--- src/rtl/vend_pkg.sv ---
package vend_pkg;

    // Classified coin event for one cycle
    typedef enum logic [1:0] {
        COIN_NONE   = 2'd0,
        COIN_NICKEL = 2'd1,
        COIN_DIME   = 2'd2,
        COIN_CLASH  = 2'd3
    } coin_e;

endpackage

--- src/rtl/vend_coin_decode.sv ---
module vend_coin_decode
    import vend_pkg::*;
(
    input  logic  nickel_i,
    input  logic  dime_i,
    output coin_e coin_o
);

    always_comb begin
        unique case ({dime_i, nickel_i})
            2'b01:   coin_o = COIN_NICKEL;
            2'b10:   coin_o = COIN_DIME;
            2'b11:   coin_o = COIN_CLASH;
            default: coin_o = COIN_NONE;
        endcase
    end

endmodule

--- src/rtl/vend_credit_next.sv ---
module vend_credit_next
    import vend_pkg::*;
#(
    parameter int PRICE_UNITS  = 3,
    parameter int NICKEL_UNITS = 1,
    parameter int DIME_UNITS   = 2,
    parameter int CREDIT_W     = 2
) (
    input  logic [CREDIT_W-1:0] credit_i,
    input  coin_e               coin_i,
    output logic [CREDIT_W-1:0] credit_o
);

    localparam int SUM_W = CREDIT_W + 3;

    logic [SUM_W-1:0] add_units;
    logic [SUM_W-1:0] sum;

    always_comb begin
        unique case (coin_i)
            COIN_NICKEL: add_units = SUM_W'(NICKEL_UNITS);
            COIN_DIME:   add_units = SUM_W'(DIME_UNITS);
            default:     add_units = '0;   // none, or clash ignored
        endcase
        sum = SUM_W'(credit_i) + add_units;
        if (sum >= SUM_W'(PRICE_UNITS)) begin
            credit_o = CREDIT_W'(PRICE_UNITS);
        end else begin
            credit_o = sum[CREDIT_W-1:0];
        end
    end

endmodule

--- src/rtl/vend_release_decode.sv ---
module vend_release_decode #(
    parameter int PRICE_UNITS = 3,
    parameter int CREDIT_W    = 2
) (
    input  logic [CREDIT_W-1:0] credit_i,
    output logic                release_o
);

    always_comb begin
        release_o = (credit_i == CREDIT_W'(PRICE_UNITS));
    end

endmodule

--- src/rtl/vend_credit_ctrl.sv ---
module vend_credit_ctrl
    import vend_pkg::*;
#(
    parameter  int PRICE_UNITS  = 3,
    parameter  int NICKEL_UNITS = 1,
    parameter  int DIME_UNITS   = 2,
    localparam int CREDIT_W     = $clog2(PRICE_UNITS + 1)
) (
    input  logic                clk,
    input  logic                rst_n,
    input  logic                nickel_i,
    input  logic                dime_i,
    output logic                release_o,
    output logic [CREDIT_W-1:0] credit_o
);

    typedef struct packed {
        logic [CREDIT_W-1:0] credit;
        logic                release_flag;
    } ctrl_state_t;

    ctrl_state_t         st_d, st_q;
    coin_e               coin;
    logic [CREDIT_W-1:0] credit_nxt;
    logic                release_nxt;

    vend_coin_decode u_coin (
        .nickel_i (nickel_i),
        .dime_i   (dime_i),
        .coin_o   (coin)
    );

    vend_credit_next #(
        .PRICE_UNITS  (PRICE_UNITS),
        .NICKEL_UNITS (NICKEL_UNITS),
        .DIME_UNITS   (DIME_UNITS),
        .CREDIT_W     (CREDIT_W)
    ) u_next (
        .credit_i (st_q.credit),
        .coin_i   (coin),
        .credit_o (credit_nxt)
    );

    vend_release_decode #(
        .PRICE_UNITS (PRICE_UNITS),
        .CREDIT_W    (CREDIT_W)
    ) u_rel (
        .credit_i  (credit_nxt),
        .release_o (release_nxt)
    );

    always_comb begin
        st_d              = st_q;
        st_d.credit       = credit_nxt;
        st_d.release_flag = release_nxt;
    end

    always_ff @(posedge clk or negedge rst_n) begin
        if (!rst_n) begin
            st_q <= '0;
        end else begin
            st_q <= st_d;
        end
    end

    assign credit_o  = st_q.credit;
    assign release_o = st_q.release_flag;

    // a reset seen at one edge leaves zero credit at the next
    p_reset_zero_r1: assert property (@(posedge clk)
        !rst_n |=> (credit_o == '0 && !release_o));


    p_nickel_step_r2: assert property (@(posedge clk) disable iff (!rst_n)
        (nickel_i && !dime_i && (int'(credit_o) + NICKEL_UNITS <= PRICE_UNITS))
        |=> int'(credit_o) == int'($past(credit_o)) + NICKEL_UNITS);


    p_dime_step_r3: assert property (@(posedge clk) disable iff (!rst_n)
        (dime_i && !nickel_i && (int'(credit_o) + DIME_UNITS <= PRICE_UNITS))
        |=> int'(credit_o) == int'($past(credit_o)) + DIME_UNITS);


    p_idle_hold_r4: assert property (@(posedge clk) disable iff (!rst_n)
        (!nickel_i && !dime_i) |=> $stable(credit_o));


    p_clash_ignored_r5: assert property (@(posedge clk) disable iff (!rst_n)
        (nickel_i && dime_i) |=> $stable(credit_o));


    p_no_overflow_r6: assert property (@(posedge clk) disable iff (!rst_n)
        (dime_i && !nickel_i && (int'(credit_o) + DIME_UNITS > PRICE_UNITS))
        |=> int'(credit_o) == PRICE_UNITS);


    p_release_moore_r7: assert property (@(posedge clk) disable iff (!rst_n)
        release_o == (int'(credit_o) == PRICE_UNITS));


    p_full_sticky_r8: assert property (@(posedge clk) disable iff (!rst_n)
        release_o |=> (release_o && int'(credit_o) == PRICE_UNITS));

endmodule

--- config.mk ---
export PLATFORM = sky130hd
export DESIGN_NAME = vend_credit_ctrl
export DESIGN_NICKNAME = d
export VERILOG_FILES = /design/src/rtl/vend_pkg.sv /design/src/rtl/vend_coin_decode.sv /design/src/rtl/vend_credit_next.sv /design/src/rtl/vend_release_decode.sv /design/src/rtl/vend_credit_ctrl.sv
export SDC_FILE = /design/constraint.sdc
export NUM_CORES = 1
export LEC_CHECK = 0
export BUFFER_PORTS_ARGS = -buffer_cell sky130_fd_sc_hd__buf_2
export CORE_AREA = 2 2 39 41
export CTS_CLUSTER_SIZE = 12
export DETAILED_ROUTE_END_ITERATION = 10
export DIE_AREA = 0 0 41 43
export PLACE_DENSITY = 0.31
export SETUP_SLACK_MARGIN = 0.05
export SLEW_MARGIN = 20
export SYNTH_ARGS = -nofsm -noshare
export SYNTH_HDL_FRONTEND = slang
export SYNTH_SLANG_ARGS = --single-unit
export TNS_END_PERCENT = 30
--- constraint.sdc ---
create_clock -name clk -period 3.6 [get_ports clk]
set_input_delay 0.36 -clock clk [delete_from_list [all_inputs] [get_ports clk]]
set_output_delay 0.36 -clock clk [all_outputs]
set_load 0.05 [all_outputs]
**Word-level counts from Yosys, hierarchy flattened**

Index checks and enable logic that the tools add are counted.

- Bits in registers: 3
- Output and inout port bits: 3
- Word-level logic and storage cells: 13

- Add/subtract/negate cells: 1
- Order comparisons: 1
- Eq/ne operators: 6
- Mux-type cells: 3

Operator list:

| cell | number |
|---|---|
| 2-bit == test, second input constant | 4 |
| 2-bit case mux with 3 select lines | 1 |
| 5-bit by 2-bit greater-or-equal comparator with 1-bit output, second input constant | 1 |
| 2-bit by 1-bit == test with 1-bit output, second input constant | 2 |
| 2-bit case mux with 2 select lines | 1 |
| 2-bit by 2-bit adder with 3-bit output | 1 |
| 2-bit 2-to-1 mux | 1 |

**Logic depth before layout (Yosys ltp)**

Gate-level depths: netlist (run 1).

- Depth in word-level cells: 8
- Gate-level depth with buffers: 4
- Gate-level depth less buffers: 4

**Cells and area by module**

Synthesis (run 1) repeated with hierarchy kept, for this count alone.

- Cell total of the unflattened synthesis: 12
- Area total of the unflattened synthesis: 146.4 µm²

By module, submodules not included:

| module | times used | cells an instance | area each (µm²) |
|---|---|---|---|
| vend_credit_ctrl | 1 | 3 | 75.1 |
| vend_credit_next | 1 | 6 | 57.6 |
| vend_coin_decode | 1 | 2 | 7.5 |
| vend_release_decode | 1 | 1 | 6.3 |

**Worst setup path before layout (run 1)**

OpenSTA, ideal clock, no wires.

- Path type: register to register
- From: register st_q, in the netlist credit_o[0]
- To: register st_q, in the netlist credit_o[1]
- Arrival time: 1.493 ns
- Setup slack: 1.983 ns
- Cell stages (with the launch flop): 4
- Path buffers: 0
- Period minus slack after synthesis: 1.617 ns
- Cell sequence: dfrtp_1 ha_1 fa_1 or2_1

- Longest elaborated chain between the ends: 3

RTL lines:

| item | RTL line | source |
|---|---|---|
| from (decl) | vend_credit_ctrl.sv:22 | `ctrl_state_t st_d, st_q;` |
| from (signal assigned) | vend_credit_ctrl.sv:62 | `st_q <= st_d;` |
| 2-bit by 2-bit adder with 3-bit output (*) | vend_credit_next.sv:25 | `sum = SUM_W'(credit_i) + add_units;` |
| 5-bit by 2-bit greater-or-equal comparator with 1-bit output | vend_credit_next.sv:26 | `if (sum >= SUM_W'(PRICE_UNITS)) begin` |
| 2-bit 2-to-1 mux (*) | vend_credit_next.sv:26 |  |
| via credit_nxt[1] | vend_credit_ctrl.sv:24 | `logic [CREDIT_W-1:0] credit_nxt;` |

Mark *: on every way through the listed nets, which the timed path passes. The rest lies on a longest branch.

**Worst setup path in the final report (run 1)**

Ends and elaborated chain as after synthesis.

==> results.md, run 1 <==
* Slew @ Worst Pin at 0.250 ns
* CTS Sinks at 3
* Final Max Tran Viols at 0
* Int Pwr at 0.000125 W
* Post-synth top area share at 53.1%
* Critical path required time at 3.71 ns
* Fmax at 722 MHz
* Final hold vios at 0
* Startpoint Class: flip-flop
* Syn Nets at 16
* Placed instance count at 32
* Switching pwr at 0.000104 W
* Logic pwr share at 49.2%
* Worst skew pair latency at 0.23 ns
* Vias in the first global route at 106
* Port buffer count at 6
* Status: finished clean
* Synth area leaders: dfrtp_1, fa_1, ha_1
* CP arrival at 1.49 ns
* Synthesized area at 141 µm²
* MaxCap Viol Count at 0
* Share of cells above drive strength 1 at 47.6%
* Leading area contributor after synthesis: dfrtp_1
* Die X at 41 µm
* Max-slew headroom at 83.4%
* Clock power share at 25.4%
* Sequential Power Share at 25.4%
* H-tree Lvls at 1
* CTS Root Cell: clkbuf_4
* Yosys warns at 0
* CP max FO at 2
* Pin count of the biggest net entering global routing at 4
* Leakage at 0.105 nW
* Most frequent cells in the layout: buf_2, clkbuf_4, dfrtp_1
* Initial Utilization at 10.2%
* Vias at 110
* Via density at 2.97
* Setup crit end kind: flip-flop
* First-pass GRT wire length at 420 µm
* Core area at 0.00138 mm²
* Power Dens Cells at 1000 mW/mm²
* Initial DRC Count at 0
* Nets at 28
* Mapped Cells at 10
* 1st-pass router iterations at 1
* Most common cell after layout, fill and taps aside: buf_2
* Minimum clock period at 1.38 ns
* Post-route clock period utilization at 38.4%
* Drt wl/cell at 7.27 µm
* RSZ-0062 raised after global routing: false
* Worst Path Class, Setup: flip-flop to flip-flop
* Antenna diode count at 0
* Setup Skew at 0.000290 ns
* Seq/Total Area, Yosys at 53.1%
* GP Congestion at 0.489
* GRT Total Usage at 4.83%
* Antenna violations before repair at 0
* # setup viols final at 0
* Die ar. at 0.00176 mm²
* # IOs at 7
* Syn Area/Cell at 14.1 µm²
* Post-Layout Cell Count at 37
* Clock tree buffer depth at 2
* TritonCTS buffer count at 3
* DRT antenna net count at 0
* Switching Share at 45.4%
* Cell row count at 14
* Setup_tns at 0 ns
* Detailed-route wire length at 269 µm
* Gr ovfl total at 0
* CTS tree: done
* Synth cell types at 6
* Peak supply drop at 0.165 mV
* DR DRC count at 0
* Die Height at 43 µm
* CTS clk-pin slew, worst paths at 0.04 ns
* Synth-to-layout area growth at 61.1%
* Type of the tightest min-delay check: primary input to asynchronous set/reset pin
* Count of state elements after synthesis at 3
worst max-delay path, stage by stage (launching register included):
cell     delay [ns]
dfrtp_1        0.37
ha_1           0.20
fa_1           0.45
or2_1          0.24
area by class of cell:
cell class | instances | area [µm²]
flip-flops and latches | 3 | 75.1
well taps | 16 | 20.0
multi-input cells | 7 | 66.3
repair buffers | 7 | 40.0
fillers | 156 | 1160
clock buffers | 4 | 26.3
logic make-up after synthesis:
group                    after synthesis  synth area share [%]
AND/OR/NAND/NOR                        4                  17.7
flip-flops                             3                  53.1
adder cells (fa/ha/maj)                2                  23.0
AO/OA/AOI/OAI                          1                  6.20
per-stage QoR:
| stage | util [%] | setup slack (ns) | cell area (µm²) | total power, W | hold slack, ns |
|---|---|---|---|---|---|
| after detailed placement | 13.8 | 2.02 | 191 | 0.000170 | 0.160 |
| after global routing | 16.5 | 2.20 | 228 | 0.000246 | 0.469 |
| after global placement | 13.8 | 2.01 | 191 | 0.000173 | 0.160 |
| after CTS | 16.5 | 2.21 | 228 | 0.000233 | 0.452 |
| final | 16.5 | 2.22 | 228 | 0.000228 | 0.462 |
| after floorplan | - | 1.98 | 141 | 0.000145 | 0.0644 |
metal layers:
metal  vias up  GRT usage, %  share of wire (%)
met5         -             0                  0
met4         0          8.00                  0
met3         0          6.28                 21
met2         7          4.06                 37
met1        50          3.57                 41
li1         53             -                  -
cell usage after synthesis (all sizes together):
cell type and instances:
dfrtp 3, nor2b 2, or2 2, a21o 1, fa 1, ha 1
power groups by stage:
stage	sequential [W]	combinational (W)	clock, W
final	0.0000580	0.000112	0.0000580
after global routing	0.0000607	0.000119	0.0000665
after floorplan	0.000117	0.0000280	0
after CTS	0.0000584	0.000113	0.0000611
after detailed placement	0.0000589	0.000112	0
after global placement	0.0000587	0.000114	0
final timing paths:
path,from,to,slack (ns),cells past startpoint
worst min register to register,credit_o[0],credit_o[0],0.61,2
worst max-delay path,credit_o[0],credit_o[1],2.22,3
worst min-delay path,rst_n,credit_o[0],0.46,2
max in group asynchronous,rst_n,credit_o[1],3.03,2
worst max register to register,credit_o[0],credit_o[1],2.22,3
min in group clk,dime_i,credit_o[0],0.61,4
registers in the layout, summed over array words and instances, names as in the netlist:
name / count
credit_o: 2
release_o: 1
repair_timing:
action	4_1_cts	5_1_grt
buffers inserted	0	0
hold buffers	1	0
gates resized for setup	0	0
endpoints found under the hold margin	3	0
Note: power is estimated with default switching activity, not from simulation.
==> run 2, diff against run 1 <==
- clock period: 3.6 -> 1.38 ns (I/O delays scaled with it)
==> run 2 against run 1 <==
Net effect:
- fmax grew 5.2%
- register-to-register slack worse by 2.2 ns
- non-clock buffer count is the same
- clock skew increased by 0.0047 ns
- sequential share of layout area down 1.7 points
- setup slack worse by 2.2 ns
- clock-buffer cell count did not move
- design area rose by 7.1%
- worst hold slack got worse by 0.24 ns
==> results.md, run 2 (synthesized netlist as in run 1, its figures left out) <==
* Final Max Tran Viols at 0 (unchanged)
* Port buffer count at 6 (unchanged)
* Core area at 0.00138 mm² (unchanged)
* Slew @ Worst Pin at 0.253 ns (+0.00260 ns)
* Type of the tightest min-delay check: primary input to asynchronous set/reset pin
* Vias in the first global route at 137 (+29%)
* Critical path required time at 1.50 ns (-2.21 ns)
* Startpoint Class: flip-flop
* Cell row count at 14 (unchanged)
* Number of buffers and inverters on the critical path at 0 (unchanged)
* Synth-to-layout area growth at 72.6%
* Pin count of the biggest net entering global routing at 4 (unchanged)
* Setup crit end kind: flip-flop
* Top Family by Delay on Critical Path: adder cells
* 1st-pass router iterations at 2 (+1)
* Logic pwr share at 49.5% (+0.3 points)
* # setup viols final at 0 (unchanged)
* CTS tree: done
* HPWL after DPL at 222 µm
* Switching pwr at 0.000289 W (+180%)
* Slowest CP cell: fa_2
* Critical path's largest stage delay at 0.42 ns (-0.03 ns)
* GRT Total Usage at 4.74% (-0.096 points)
* Fmax at 760 MHz (+5.2%)
* Via density at 3.22 (+8.2%)
* Worst Path Class, Setup: flip-flop to flip-flop
* Status: finished clean
* Post-route clock period utilization at 95.3% (+57 points)
* MaxCap Viol Count at 0 (unchanged)
* Drt wl/cell at 7.84 µm (+7.8%)
* Share of cells above drive strength 1 at 61.9% (+14 points)
* Die ar. at 0.00176 mm² (unchanged)
* Int Pwr at 0.000341 W (+170%)
* Final hold vios at 0 (unchanged)
* Antenna diode count at 0 (unchanged)
* Die X at 41 µm (unchanged)
* First-pass GRT wire length at 489 µm (+16%)
* DR DRC count at 0 (unchanged)
* Clock tree buffer depth at 2 (unchanged)
* # IOs at 7 (unchanged)
* Crit path cell chain: ha_4 -> fa_2 -> or2_1
* Reg2reg start: credit_o[0]
* Initial DRC Count at 1 (+1)
* Switching Share at 45.9% (+0.49 points)
* Sequential Power Share at 25.3% (about the same)
* Setup_tns at 0 ns (unchanged)
* Minimum clock period at 1.32 ns (-0.0684 ns)
* Gr ovfl total at 0 (unchanged)
* CP arrival at 1.43 ns (-0.06 ns)
* Peak supply drop at 0.829 mV (+400%)
* TritonCTS buffer count at 3 (unchanged)
* DRT antenna net count at 0 (unchanged)
* Leakage at 0.103 nW (-1.5%)
* Nets at 28 (unchanged)
* RSZ-0062 raised after global routing: true
* Vias at 119 (+8.2%)
* CTS clk-pin slew, worst paths at 0.04 ns (about the same)
* Max-slew headroom at 83.2% (-0.17 points)
* Max reg flops at 2 (unchanged)
* H-tree Lvls at 1 (unchanged)
* Setup crit start: credit_o[0]
* Die Height at 43 µm (unchanged)
* CTS Sinks at 3 (unchanged)
* Worst skew pair latency at 0.24 ns (about the same)
* Setup Skew at 0.00502 ns (+0.00473 ns)
* GP Congestion at 0.566 (+16%)
* Most frequent cells in the layout: buf_2, clkbuf_4, or2_1, nor2b_1, dfrtp_1
* Detailed-route wire length at 290 µm (+7.8%)
* CP max FO at 2 (unchanged)
* Clock power share at 25.2% (-0.2 points)
* Power Dens Cells at 2580 mW/mm² (+160%)
* CTS Root Cell: clkbuf_4
* Total power at 0.000630 W (+180%)
* Antenna violations before repair at 0 (unchanged)
* Most common cell after layout, fill and taps aside: buf_2
* Initial Utilization at 10.2% (unchanged)
-- run 2: cell counts in the layout (fill, tap and decap cells not counted) --
No cell type changed its count.
-- run 2: power groups by stage --
stage	sequential (W)	clock, W	combinational (W)
floorplan	0.000314	0	0.0000801
global placement	0.000162	0	0.000301
detailed placement	0.000163	0	0.000304
CTS	0.000161	0.000163	0.000310
global route	0.000166	0.000175	0.000337
finish	0.000160	0.000159	0.000312
-- run 2: metrics by stage --
stage | worst slack (ns) | instances | cell area [µm²] | hold WS (ns) | util (%)
after global placement | 0.0174 | 32 | 205 | -0.0660 | 14.8
final | 0.0642 | 37 | 244 | 0.225 | 17.6
after global routing | 0.0421 | 37 | 244 | 0.238 | 17.6
after detailed placement | 0.00343 | 32 | 205 | -0.0605 | 14.8
after CTS | 0.0223 | 37 | 241 | 0.218 | 17.5
after floorplan | -0.0845 | 10 | 155 | -0.158 | -
-- run 2: final cells by class --
class,instances,area (µm²)
Multi-Input combinational cell,7,81.3
Clock buffer,4,26.3
Tap cell,16,20.0
Fill cell,156,1140
Sequential cell,3,76.3
Timing Repair Buffer,7,40.0
-- run 2: path summary, 6_finish.rpt --
path,to,slack [ns],cells after the start
worst min-delay path,release_o,0.22,2
worst max-delay path,credit_o[1],0.06,3
max in group asynchronous,credit_o[0],1.03,2
worst min register to register,credit_o[0],0.61,2
worst max register to register,credit_o[1],0.06,3
min in group clk,credit_o[0],0.43,4
-- run 2: repair_timing --
item                                    4_1_cts  5_1_grt
endpoints found under the setup margin        2        3
gates cloned                                  0        0
hold endpoints to repair                      3        0
hold buffers                                  1        0
setup buffers                                 0        0
resized for setup                             0        1
-- run 2: layer usage --
metal	routed length (µm)	GRT usage [%]	vias to the layer above
met5	0	0	-
met4	0	6.00	0
li1	-	-	54
met3	45	3.66	0
met1	133	4.23	58
met2	111	5.63	7
